## src/rtl/sdram_gate_pkg.sv

```systemverilog
package sdram_gate_pkg;

   typedef enum logic [2:0] {
      C_NONE = 3'd0,
      C_ACT  = 3'd1,
      C_RD   = 3'd2,
      C_WR   = 3'd3,
      C_PRE  = 3'd4,
      C_BST  = 3'd5
   } cmd_t;

   // Nanoseconds to whole clocks, rounded up, never below one clock.
   function automatic int ns_to_clk(input int ns, input int clk_ps);
      int c;
      c = (ns * 1000 + clk_ps - 1) / clk_ps;
      return (c < 1) ? 1 : c;
   endfunction

   function automatic int at_least_one(input int v);
      return (v < 1) ? 1 : v;
   endfunction

endpackage

```

## src/rtl/sdram_gap_timer.sv

```systemverilog
// Holds busy for GAP-1 cycles after the cycle in which fire is high.
module sdram_gap_timer #(
   parameter int GAP = 1
) (
   input  logic clk,
   input  logic rst,
   input  logic fire,
   output logic busy
);
   if (GAP <= 1) begin : g_none
      logic unused_in;
      assign unused_in = &{1'b0, clk, rst, fire};
      assign busy = 1'b0;
   end else begin : g_cnt
      localparam int W = $clog2(GAP);
      logic [W-1:0] cnt;
      always_ff @(posedge clk) begin
         if (rst)              cnt <= '0;
         else if (fire)        cnt <= W'(GAP - 1);
         else if (cnt != '0)   cnt <= cnt - W'(1);
      end
      assign busy = (cnt != '0);
   end
endmodule

```

## src/rtl/sdram_bank_track.sv

```systemverilog
// Per-bank state: open row flag, write-pending flag, spacing timers, row age.
module sdram_bank_track #(
   parameter int RCD_C = 1,
   parameter int RAS_C = 1,
   parameter int RP_C  = 1,
   parameter int RC_C  = 1,
   parameter int RRD_C = 1,
   parameter int RTP_C = 1,
   parameter int RDL_C = 2,
   parameter int AGE_MAX = 1,
   localparam int AGE_W = $clog2(AGE_MAX + 2)
) (
   input  logic clk,
   input  logic rst,
   input  logic act_go,
   input  logic rd_go,
   input  logic wr_go,
   input  logic pre_go,
   input  logic wstrobe,
   output logic is_open,
   output logic act_ok,
   output logic col_ok,
   output logic pre_ok,
   output logic rrd_busy,
   output logic overtime
);
   logic rcd_busy, ras_busy, rp_busy, rc_busy, rtp_busy, rdl_busy;
   logic wr_pend;
   logic [AGE_W-1:0] age;

   sdram_gap_timer #(.GAP(RCD_C)) u_rcd (.clk, .rst, .fire(act_go),  .busy(rcd_busy));
   sdram_gap_timer #(.GAP(RAS_C)) u_ras (.clk, .rst, .fire(act_go),  .busy(ras_busy));
   sdram_gap_timer #(.GAP(RC_C))  u_rc  (.clk, .rst, .fire(act_go),  .busy(rc_busy));
   sdram_gap_timer #(.GAP(RRD_C)) u_rrd (.clk, .rst, .fire(act_go),  .busy(rrd_busy));
   sdram_gap_timer #(.GAP(RP_C))  u_rp  (.clk, .rst, .fire(pre_go),  .busy(rp_busy));
   sdram_gap_timer #(.GAP(RTP_C)) u_rtp (.clk, .rst, .fire(rd_go),   .busy(rtp_busy));
   sdram_gap_timer #(.GAP(RDL_C)) u_rdl (.clk, .rst, .fire(wstrobe), .busy(rdl_busy));

   always_ff @(posedge clk) begin
      if (rst) begin
         is_open <= 1'b0;
         wr_pend <= 1'b0;
         age     <= '0;
      end else begin
         if (act_go)      is_open <= 1'b1;
         else if (pre_go) is_open <= 1'b0;
         if (wstrobe)     wr_pend <= 1'b0;
         if (wr_go)       wr_pend <= 1'b1;
         if (act_go)
            age <= AGE_W'(1);
         else if (pre_go)
            age <= '0;
         else if (is_open && age <= AGE_W'(AGE_MAX))
            age <= age + AGE_W'(1);
      end
   end

   assign act_ok   = !rp_busy && !rc_busy;
   assign col_ok   = !rcd_busy;
   assign pre_ok   = !ras_busy && !rtp_busy && !rdl_busy && !wr_pend && !wstrobe;
   assign overtime = is_open && (age > AGE_W'(AGE_MAX));
endmodule

```

## src/rtl/sdram_cmd_gate.sv

```systemverilog
module sdram_cmd_gate
   import sdram_gate_pkg::*;
#(
   parameter int CLK_PS       = 7000,
   parameter int CAS_LAT      = 3,
   parameter int BURST_LEN    = 4,
   parameter int BANK_CNT     = 2,
   parameter int T_RRD_NS     = 14,
   parameter int T_RCD_NS     = 20,
   parameter int T_RP_NS      = 20,
   parameter int T_RAS_NS     = 42,
   parameter int T_RC_NS      = 63,
   parameter int T_RAS_MAX_NS = 100000,
   parameter int CDL_CLK      = 1,
   parameter int RDL_CLK      = 2,
   parameter int BDL_CLK      = 1,
   localparam int BANK_W = (BANK_CNT > 1) ? $clog2(BANK_CNT) : 1
) (
   input  logic                cmd_valid,
   input  logic                clk,
   input  logic                rst,
   input  logic [2:0]          cmd_code,
   input  logic [BANK_W-1:0]   cmd_bank,
   input  logic                wdata_last,
   output logic                cmd_ready,
   output logic                cmd_issue,
   output logic                cmd_error,
   output logic [BANK_CNT-1:0] row_overtime
);
   localparam int RRD_C   = ns_to_clk(T_RRD_NS, CLK_PS);
   localparam int RCD_C   = ns_to_clk(T_RCD_NS, CLK_PS);
   localparam int RP_C    = ns_to_clk(T_RP_NS, CLK_PS);
   localparam int RAS_C   = ns_to_clk(T_RAS_NS, CLK_PS);
   localparam int RC_C    = ns_to_clk(T_RC_NS, CLK_PS);
   localparam int AGE_MAX = ns_to_clk(T_RAS_MAX_NS, CLK_PS);
   localparam int RTP_C   = at_least_one(CAS_LAT + BURST_LEN - 2);

   initial begin : elab_chk
      assert (CAS_LAT == 2 || CAS_LAT == 3) else $error("CAS_LAT must be 2 or 3");
      assert (BURST_LEN >= 1)               else $error("BURST_LEN must be positive");
      assert (CLK_PS > 0)                   else $error("CLK_PS must be positive");
      assert (BANK_CNT >= 2)                else $error("BANK_CNT must be at least 2");
   end

   cmd_t code;
   logic [BANK_CNT-1:0] sel, bank_open, act_ok, col_ok, pre_ok, rrd_busy, wstb;
   logic [BANK_CNT-1:0] act_go, rd_go, wr_go, pre_go;
   logic [BANK_W-1:0]   wr_bank;
   logic cdl_busy, bdl_busy, state_bad, timing_ok;

   assign code = cmd_t'(cmd_code);

   always_comb begin
      sel = '0;
      sel[cmd_bank] = 1'b1;
      for (int i = 0; i < BANK_CNT; i++)
         wstb[i] = wdata_last && (wr_bank == BANK_W'(i));
   end

   always_comb begin
      case (code)
         C_ACT:               state_bad = bank_open[cmd_bank];
         C_RD, C_WR, C_PRE:   state_bad = !bank_open[cmd_bank];
         C_BST:               state_bad = 1'b0;
         default:             state_bad = 1'b1;
      endcase
      case (code)
         C_ACT:      timing_ok = act_ok[cmd_bank] && ((rrd_busy & ~sel) == '0);
         C_RD, C_WR: timing_ok = col_ok[cmd_bank] && !wdata_last && !cdl_busy;
         C_PRE:      timing_ok = pre_ok[cmd_bank];
         C_BST:      timing_ok = !wdata_last && !bdl_busy;
         default:    timing_ok = 1'b0;
      endcase
   end

   assign cmd_error = cmd_valid && state_bad;
   assign cmd_issue = cmd_valid && !state_bad && timing_ok;
   assign cmd_ready = cmd_error || cmd_issue;

   assign act_go = sel & {BANK_CNT{cmd_issue && code == C_ACT}};
   assign rd_go  = sel & {BANK_CNT{cmd_issue && code == C_RD}};
   assign wr_go  = sel & {BANK_CNT{cmd_issue && code == C_WR}};
   assign pre_go = sel & {BANK_CNT{cmd_issue && code == C_PRE}};

   always_ff @(posedge clk) begin
      if (rst)                              wr_bank <= '0;
      else if (cmd_issue && code == C_WR)   wr_bank <= cmd_bank;
   end

   sdram_gap_timer #(.GAP(CDL_CLK)) u_cdl (.clk, .rst, .fire(wdata_last), .busy(cdl_busy));
   sdram_gap_timer #(.GAP(BDL_CLK)) u_bdl (.clk, .rst, .fire(wdata_last), .busy(bdl_busy));

   for (genvar b = 0; b < BANK_CNT; b++) begin : g_bank
      sdram_bank_track #(
         .RCD_C(RCD_C), .RAS_C(RAS_C), .RP_C(RP_C), .RC_C(RC_C),
         .RRD_C(RRD_C), .RTP_C(RTP_C), .RDL_C(RDL_CLK), .AGE_MAX(AGE_MAX)
      ) u_trk (
         .clk, .rst,
         .act_go(act_go[b]), .rd_go(rd_go[b]), .wr_go(wr_go[b]), .pre_go(pre_go[b]),
         .wstrobe(wstb[b]),
         .is_open(bank_open[b]), .act_ok(act_ok[b]), .col_ok(col_ok[b]),
         .pre_ok(pre_ok[b]), .rrd_busy(rrd_busy[b]), .overtime(row_overtime[b])
      );
   end
endmodule

```

## config.mk

```make
export PLATFORM = sky130hd
export DESIGN_NAME = sdram_cmd_gate
export DESIGN_NICKNAME = d
export VERILOG_FILES = /design/src/rtl/sdram_gate_pkg.sv /design/src/rtl/sdram_gap_timer.sv /design/src/rtl/sdram_bank_track.sv /design/src/rtl/sdram_cmd_gate.sv
export SDC_FILE = /design/constraint.sdc
export NUM_CORES = 1
export LEC_CHECK = 0
export ABC_AREA = 0
export BUFFER_PORTS_ARGS = -buffer_cell sky130_fd_sc_hd__buf_2
export CAP_MARGIN = 20
export CORE_AREA = 8 8 99 101
export CTS_CLUSTER_SIZE = 28
export DETAILED_ROUTE_END_ITERATION = 10
export DIE_AREA = 0 0 107 109
export PLACE_DENSITY = 0.57
export SKIP_LAST_GASP = 1
export SLEW_MARGIN = 20
export SYNTH_ARGS = -nofsm -noshare
export SYNTH_HDL_FRONTEND = slang
export SYNTH_HIERARCHICAL = 1
export SYNTH_SLANG_ARGS = --single-unit
```

## constraint.sdc

```tcl
create_clock -name clk -period 10.5 [get_ports clk]
set_input_delay 2.1 -clock clk [delete_from_list [all_inputs] [get_ports clk]]
set_output_delay 2.1 -clock clk [all_outputs]
set_load 0.1 [all_outputs]
```

Yosys cells after proc, flatten, opt, wreduce, memory -nomap -nowiden --
Index checks and enable logic that the tools add are counted. W data, S select, Z words.
Storage, ports and cells: flip-flop bits (word level) 65, output and inout port bits 5, logic and storage cells 204
Operators by class: $add $sub $neg 16, magnitude comparators 6, equal/unequal tests 5, multiplexer cells 54, bitwise gates (word level) 7, reductions and logical operators 83
Operator list (number):
- $reduce_bool A2 Y1 | 18
- $mux W1 | 31
- $add A14 B1 Y14 const B | 2
- $gt A14 B14 Y1 const B | 2
- $le A14 B14 Y1 const B | 2
- $logic_and A1 B1 Y1 | 26
- $mux W3 | 8
- $logic_not A1 Y1 | 19
- $reduce_bool A3 Y1 | 6
- $mux W2 | 8
- $mux W4 | 4
- $reduce_or A2 Y1 | 7
- $sub A3 B1 Y3 const B | 4
- $and A2 B2 Y2 | 5
- $reduce_or A3 Y1 | 3
- $reduce_bool A4 Y1 | 2
- $sub A2 B1 Y2 const B | 4
- $sub A4 B1 Y4 const B | 2
- $eq A3 B2 Y1 const B | 2
- $eq A3 B3 Y1 const B | 2
- $pmux W1 S4 | 1
- $sub A1 B1 Y1 const B | 4
- $eq A3 B1 Y1 const B | 1
- $pmux W1 S3 | 1
- other kinds (7) | 7

Logic depth before layout (Yosys ltp) --
Gate-level depths: netlist of the first run.
word-level depth 14, gate-level depth with buffers 14, depth with buffers taken out 14

Modules after synthesis --
Netlist of the first run, hierarchy kept.
Modules (own cells, without submodules):
- sdram_bank_track | instances 2, cells an instance 105, area each 878.3 um^2, sequential area each 320.3 um^2
- sdram_gap_timer (g_bank[0].u_trk.u_ras ...) | instances 4, cells an instance 18, area each 170.2 um^2, sequential area each 60.1 um^2
- sdram_gap_timer (g_bank[0].u_trk.u_rc ...) | instances 2, cells an instance 22, area each 203.9 um^2, sequential area each 80.1 um^2
- sdram_cmd_gate | instances 1, cells an instance 39, area each 330.3 um^2, sequential area each 20.0 um^2
- sdram_gap_timer (g_bank[0].u_trk.u_rcd ...) | instances 4, cells an instance 6, area each 70.1 um^2, sequential area each 40.0 um^2
- sdram_gap_timer (g_bank[0].u_trk.u_rdl ...) | instances 4, cells an instance 2, area each 33.8 um^2, sequential area each 20.0 um^2
- sdram_gap_timer (u_bdl ...) | instances 2, cells an instance 2, area each 11.3 um^2, sequential area each 0.0 um^2

Least setup slack after synthesis of the first run --
Ideal clock, no wire load.
kind input port to output port, from input wdata_last, to output cmd_issue, arrival time 5396 ps, slack 3004 ps, stages on the path 7, path through and2_1 or4_1 nor2_1 mux2i_1 a2bb2oi_2 nor3b_4 nor3b_1
Between the ends: word-level cells in the longest chain between the ends 7, elaborated cells between the ends (all ways) 12
RTL lines:
- start, declared | RTL line sdram_cmd_gate.sv:24 | input logic wdata_last,
- $logic_and A1 B1 Y1 | RTL line sdram_cmd_gate.sv:57 | wstb[i] = wdata_last && (wr_bank == BANK_W'(i));
- $logic_not A1 Y1 | RTL line sdram_bank_track.sv:60 | assign pre_ok = !ras_busy && !rtp_busy && !rdl_busy && !wr_pend && !wstrobe;
- $logic_and A1 B1 Y1 | RTL line sdram_bank_track.sv:60
- via pre_ok[1] | RTL line sdram_cmd_gate.sv:46 | logic [BANK_CNT-1:0] sel, bank_open, act_ok, col_ok, pre_ok, rrd_busy, wstb;
- $mux W1 (implied by the code) (2 in a row) | RTL line sdram_cmd_gate.sv:70 | C_PRE: timing_ok = pre_ok[cmd_bank];
- $pmux W1 S4 | RTL line sdram_cmd_gate.sv:67 | case (code)
- $logic_and A1 B1 Y1 | RTL line sdram_cmd_gate.sv:77 | assign cmd_issue = cmd_valid && !state_bad && timing_ok;
- end, declared | RTL line sdram_cmd_gate.sv:26 | output logic cmd_issue,
The timed path passes the listed nets, and every way through them passes these cells. The select of a mux whose other input is x is not followed.

Final worst setup path of the first run --
from input wdata_last, to output cmd_issue
Between the ends: word-level cells in the longest chain between the ends 7, elaborated cells between the ends (all ways) 12
RTL lines (RTL line):
- $logic_and A1 B1 Y1 | sdram_cmd_gate.sv:57
- via wstb[1] | sdram_cmd_gate.sv:46
- $logic_not A1 Y1 | sdram_bank_track.sv:60
- $logic_and A1 B1 Y1 | sdram_bank_track.sv:60
- via pre_ok[1] | sdram_cmd_gate.sv:46
- $mux W1 (implied by the code) (2 in a row) | sdram_cmd_gate.sv:70
- $pmux W1 S4 | sdram_cmd_gate.sv:67
- $logic_and A1 B1 Y1 | sdram_cmd_gate.sv:77
The timed path passes the listed nets, and every way through them passes these cells. The select of a mux whose other input is x is not followed.

==> results of run 1 <==
-- area by class of cell --
type / count / area (sq um) / area share
timing repair buffer: 16 / 90.1 / 0.0225
clock buffer: 10 / 138 / 0.0344
multi-input combinational: 285 / 2100 / 0.524
clock inverter: 6 / 91.3 / 0.0228
tap: 108 / 135 / 0.0338
sequential: 65 / 1300 / 0.325
inverter: 40 / 150 / 0.0375
-- routing by layer --
layer / up-vias / share of wire / GRT usage
met4: 2 / 0.011 / 0.0452
met2: 33 / 0.45 / 0.197
met1: 1325 / 0.50 / 0.158
met3: 8 / 0.034 / 0.0307
met5: - / 0.0015 / 0
li1: 1463 / - / -
-- flip-flops by register name, indices dropped and copies added (netlist names) --
register and flops:
g_bank.u_trk/u_rp/g_cnt.cnt 4, wr_bank 1, g_bank.u_trk/u_rtp/g_cnt.cnt 6, g_bank.u_trk/u_rdl/busy 2
g_bank.u_trk/is_open 2, g_bank.u_trk/age 28, g_bank.u_trk/u_ras/g_cnt.cnt 6, g_bank.u_trk/u_rrd/busy 2
g_bank.u_trk/wr_pend 2, g_bank.u_trk/u_rcd/g_cnt.cnt 4, g_bank.u_trk/u_rc/g_cnt.cnt 8
-- stage by stage --
stage	std cells	cell area (sq um)	hold slack, ps	setup WS (ps)	total power (W)
3_5_place_dp	514	3770	447	4350	0.000521
3_3_place_gp	514	3770	441	4360	0.000514
4_1_cts	530	4000	454	4340	0.000767
6_report	530	4000	452	4350	0.000752
5_1_grt	530	4000	485	4230	0.000811
2_1_floorplan	401	3610	426	3000	0.000486
-- cell families (layout without fill, tap and decap cells) --
family | count (synthesis) | in the layout | share of synthesized area
xor gates and xnor gates | 15 | 15 | 0.0364
muxes | 11 | 11 | 0.0315
DFF | 65 | 65 | 0.360
AOI/OAI and AO/OA | 69 | 69 | 0.135
other | 2 | 2 | 0.00208
and+or+nand+nor | 168 | 168 | 0.303
adders and majority gates | 20 | 20 | 0.0693
buffers and inverters | 51 | 72 | 0.0627
-- power breakdown --
group / switching [W] / internal, W
clock network: 0.0000999 / 0.000141
registers: 0.0000178 / 0.000275
logic: 0.000118 / 0.000101
-- worst max path at each step --
stage	start	end	slack, ps
2_1_floorplan	wdata_last	cmd_issue	3000
3_3_place_gp	wdata_last	cmd_issue	4360
3_5_place_dp	wdata_last	cmd_issue	4350
4_1_cts	wdata_last	cmd_issue	4340
5_1_grt	wdata_last	cmd_issue	4230
6_report	wdata_last	cmd_issue	4350
-- placed cells by master (no fill, tap or decap), types with 3 or more instances in the layout --
cell / netlist / final
dfxtp_1: 65 / 65
inv_1: 36 / 36
a21oi_1: 32 / 32
nor2_1: 28 / 28
nand2_1: 20 / 20
ha_1: 20 / 20
or3_1: 16 / 16
nand3_1: 14 / 14
nor3_1: 14 / 14
buf_2: 0 / 12
clkbuf_8: 0 / 10
o21ai_0: 10 / 10
xnor2_1: 9 / 9
nand4_1: 9 / 9
mux2i_1: 8 / 8
or4_1: 8 / 8
nor4_1: 8 / 6
a2111oi_2: 6 / 6
xor2_1: 6 / 6
or3b_1: 5 / 5
nand2b_1: 5 / 5
nor4b_2: 5 / 5
nor2b_1: 5 / 5
buf_4: 2 / 4
inv_2: 4 / 4
or2_1: 4 / 4
nor2b_4: 4 / 4
nor4b_1: 3 / 3
a2bb2oi_2: 3 / 3
nor3b_1: 3 / 3
clkinvlp_4: 0 / 3
-- worst max-delay path, cell delays in order --
cell,delay (ps)
buf_2,130
and2_1,170
or4_1,400
nor2_1,90
mux2i_1,90
a2bb2oi_2,190
nor3b_4,210
nor3b_1,210
buf_2,460
==> metrics.yaml, run 1 <==
slew_viol_final: 0
wl_um: 6810
ys_warn_count: 6
power_leakage_nw: 1.49
start_util: 0.431
synth_edf_count: 0
avgRoutedWirePerCell_um: 12.8
viasPerCell: 5.34
setup_violations: 0
ys_seq_elements: 65
core_sq_um: 8380
synth_top_area_cell: "dfxtp_1"
worstPathArrival_ps: 4050
post_cts_resized: 0
synthCells: 401
final_nets: 445
synthArstFlopShare: 0
synth.avg_cell_area_sq_um: 9.01
synth.distinct_cells: 55
worst_slew_pin_slew_ps: 995
die_height_um: 109
drtIter0Drc: 110
cts_htree_levels: 3
finClkSkew_ps: 15.6
path_clk_slew_ps: 70
p_per_area_nw_per_um2: 188
synth_top_area_frac: 0.360
grt_pass1_wl_um: 11900
finalWeightedCongestion: 0.813
cts_tree: "yes"
synth_flop_cell: "dfxtp_1"
ctsHoldBuffers: 0
die_w_um: 107
utilization: 0.478
syn_nets: 429
port_buffers: 12
fin_crit_ps: 6150
tns_ps: 0
first_pass_iters: 4
via_count: 2831
track_usage: 0.124
worstSetupStartpointType: "input port"
antenna_left: 0
grt_overflow: 0
ir_drop_mv: 0.0810
cp.required_ps: 8400
drcViolationCount: 0
grt_max_degree: 49
clkSinkCount: 65
grt_antenna_before_repair: 1
syn2layout_area_growth_pct: 10.8
worstPathMaxFanout: 6
reg2reg_slack_ps: 6740
rsz0062_at_grt: "false"
synth_most_common_cell: "dfxtp_1"
diodes: 0
dp_hpwl_um: 4870
post_cts_buffers: 0
worstReg2RegStart: "g_bank[0].u_trk/u_rtp/g_cnt.cnt[0]$_SDFFE_PP0P_"
hp-class: "reg -> reg"
dieArea_sq_um: 11700
ios: 13
clk-insertion-delay-late_ps: 340
timing.rr.end: "g_bank[1].u_trk/age[2]$_SDFFE_PP0P_"
yosys-top-cells-count: "dfxtp_1 (65), inv_1 (36), a21oi_1 (32), nor2_1 (28)"
endpoint_kind: "output port"
reg2regPathDepth: 13
worstSetupPathType: "in -> out"
yosys-top-cells-area: "dfxtp_1 (36%), ha_1 (6.9%), a21oi_1 (4.4%), inv_1 (3.7%), nor2_1 (2.9%)"
status: "finished clean"
max_freq_mhz: 163
layout-drive-gt1-share: 0.173
hold_violations: 0
min_to: "g_bank[0].u_trk/u_rp/g_cnt.cnt[0]$_SDFFE_PP0P_"
synth.cell_area_sq_um: 3610
finalCritPeriodShare: 0.585
grt_pass1_vias: 2588
max_slew_margin: 0.330
rows: 34
n_fill_cell: 835
min_path_cells: 1
seq_area_frac_synth: 0.360
clock-root-buffer: "clkbuf_8"
cts_buffer_depth: 2
maxCapViolations: 0
numCtsBuffers: 9
min_from: "g_bank[0].u_trk/u_rp/g_cnt.cnt[0]$_SDFFE_PP0P_"
(Power assumes the default switching activity.)
==> run 2: changes to the inputs <==
--- a/config.mk
+++ b/config.mk
@@ -12,7 +12,7 @@
 export CTS_CLUSTER_SIZE = 28
 export DETAILED_ROUTE_END_ITERATION = 10
 export DIE_AREA = 0 0 107 109
-export PLACE_DENSITY = 0.57
+export PLACE_DENSITY = 0.59
 export SKIP_LAST_GASP = 1
 export SLEW_MARGIN = 20
 export SYNTH_ARGS = -nofsm -noshare
==> constraint.sdc (replaced) <==
create_clock -name clk -period 5 [get_ports clk]
set_input_delay 1 -clock clk [delete_from_list [all_inputs] [get_ports clk]]
set_output_delay 1 -clock clk [all_outputs]
set_load 0.1 [all_outputs]
==> metrics.yaml, run 2 (synthesized netlist as in run 1, its figures left out) <==
finClkSkew_ps: 7.34
avgRoutedWirePerCell_um: 12.8
first_pass_iters: 4
reg2regPathDepth: 14
rows: 34
syn2layout_area_growth_pct: 10.0
largest_reg_flops: 28
dp_hpwl_um: 4830
fin_crit_ps: 3950
layout_commonest_cell: "dfxtp_1"
clock-root-buffer: "clkbuf_8"
worst_slew_pin_slew_ps: 779
worstPathMaxFanout: 6
final_nets: 446
finalCritPeriodShare: 0.790
endpoint_kind: "output port"
path_clk_slew_ps: 60
top_register: "g_bank.u_trk/age"
grt_overflow: 0
die_w_um: 107
core_sq_um: 8380
wl_um: 6800
setup_ws_ps: 1050
slew_viol_final: 0
status: "finished clean"
place_inst: 515
cp_slowest_cell: "or4_1"
grt_max_degree: 26
port_buffers: 12
worstSetupStartpointType: "register"
antenna_left: 0
setup_violations: 0
maxCapViolations: 0
die_height_um: 109
hold_violations: 0
cts_htree_levels: 3
cpPeakStageDelay_ps: 500
cp.required_ps: 4000
grt_antenna_before_repair: 0
hp-class: "reg -> reg"
drcViolationCount: 0
layout-drive-gt1-share: 0.170
finalWeightedCongestion: 0.797
via_count: 2800
mostFrequentLayoutCells: "dfxtp_1 (65), inv_1 (36), a21oi_1 (32)"
start_util: 0.431
grt_pass1_wl_um: 12100
crit_chain: "inv_1 -> ha_1 -> ha_1 -> inv_2 -> or4_1 -> nor2_1 -> mux2i_1 -> a2bb2oi_2 -> nor3b_4 -> nor3b_2 -> buf_2"
tns_ps: 0
clk-insertion-delay-late_ps: 340
clkSinkCount: 65
worst_path_most_repeated_cell: "ha_1"
worstSetupPathType: "reg -> out"
ios: 13
cts_tree: "yes"
reg.largest.list: "g_bank.u_trk/age x28, g_bank.u_trk/u_rc/g_cnt.cnt x8"
dieArea_sq_um: 11700
track_usage: 0.126
min_path_cells: 1
drtIter0Drc: 95
final_cells: 531
post-place-ws_ps: 1070
max_freq_mhz: 253
rsz0062_at_grt: "false"
post_cts_resized: 0
max_slew_margin: 0.474
worstPathArrival_ps: 2950
cts_buffer_depth: 2
p_per_area_nw_per_um2: 381
ir_drop_mv: 0.177
viasPerCell: 5.27
diodes: 0
post_cts_buffers: 0
grt_pass1_vias: 2653
ctsHoldBuffers: 0
power_leakage_nw: 1.49
numCtsBuffers: 9
[run 2: cell type report]
| type | instances | area, sq um |
|---|---|---|
| Fill cell | 813 | 4400 |
| Multi-Input combinational cell | 285 | 2100 |
| Sequential cell | 65 | 1300 |
| Inverter | 40 | 150 |
| Clock buffer | 13 | 149 |
| Tap cell | 108 | 135 |
| Timing Repair Buffer | 17 | 97.6 |
| Clock inverter | 3 | 40.0 |
[run 2: routing by layer]
| metal | track usage | wire length, um | vias to the layer above |
|---|---|---|---|
| li1 | - | - | 1463 |
| met1 | 0.160 | 3440 | 1307 |
| met2 | 0.198 | 3090 | 22 |
| met3 | 0.0355 | 188 | 8 |
| met4 | 0.0523 | 84 | 0 |
| met5 | 0 | 0 | - |
[run 2: final timing paths]
kind | start | to | slack [ps]
max reg2reg | g_bank[1].u_trk/u_ras/g_cnt.cnt[0]$_SDFFE_PP0P_ | g_bank[0].u_trk/age[3]$_SDFFE_PP0P_ | 1550
max | g_bank[1].u_trk/u_ras/g_cnt.cnt[0]$_SDFFE_PP0P_ | cmd_issue | 1050
min | g_bank[1].u_trk/u_rp/g_cnt.cnt[0]$_SDFFE_PP0P_ | g_bank[1].u_trk/u_rp/g_cnt.cnt[0]$_SDFFE_PP0P_ | 460
min reg2reg | g_bank[1].u_trk/u_rp/g_cnt.cnt[0]$_SDFFE_PP0P_ | g_bank[1].u_trk/u_rp/g_cnt.cnt[0]$_SDFFE_PP0P_ | 460
[run 2: power by group]
| group | switching [W] | internal, W |
|---|---|---|
| Sequential | 0.0000381 | 0.000579 |
| Combinational | 0.000250 | 0.000212 |
| Clock | 0.000193 | 0.000243 |
[run 2: through the flow]
step | util | power (W) | instance area, sq um | hold slack (ps)
floorplan | - | 0.00102 | 3620 | 426
finish | 0.474 | 0.00151 | 3980 | 458
CTS | 0.474 | 0.00154 | 3980 | 461
global placement | 0.452 | 0.00108 | 3790 | 442
detailed placement | 0.452 | 0.00109 | 3790 | 448
global route | 0.474 | 0.00162 | 3980 | 488
[run 2: critical path, delay by kind of cell (launching register included)]
kind | cells | cell delay, ps
buffers and inverters | 3 | 570
AOI/OAI and AO/OA | 1 | 190
and+or+nand+nor | 4 | 1010
DFF | 1 | 320
adders and majority gates | 2 | 430
muxes | 1 | 100
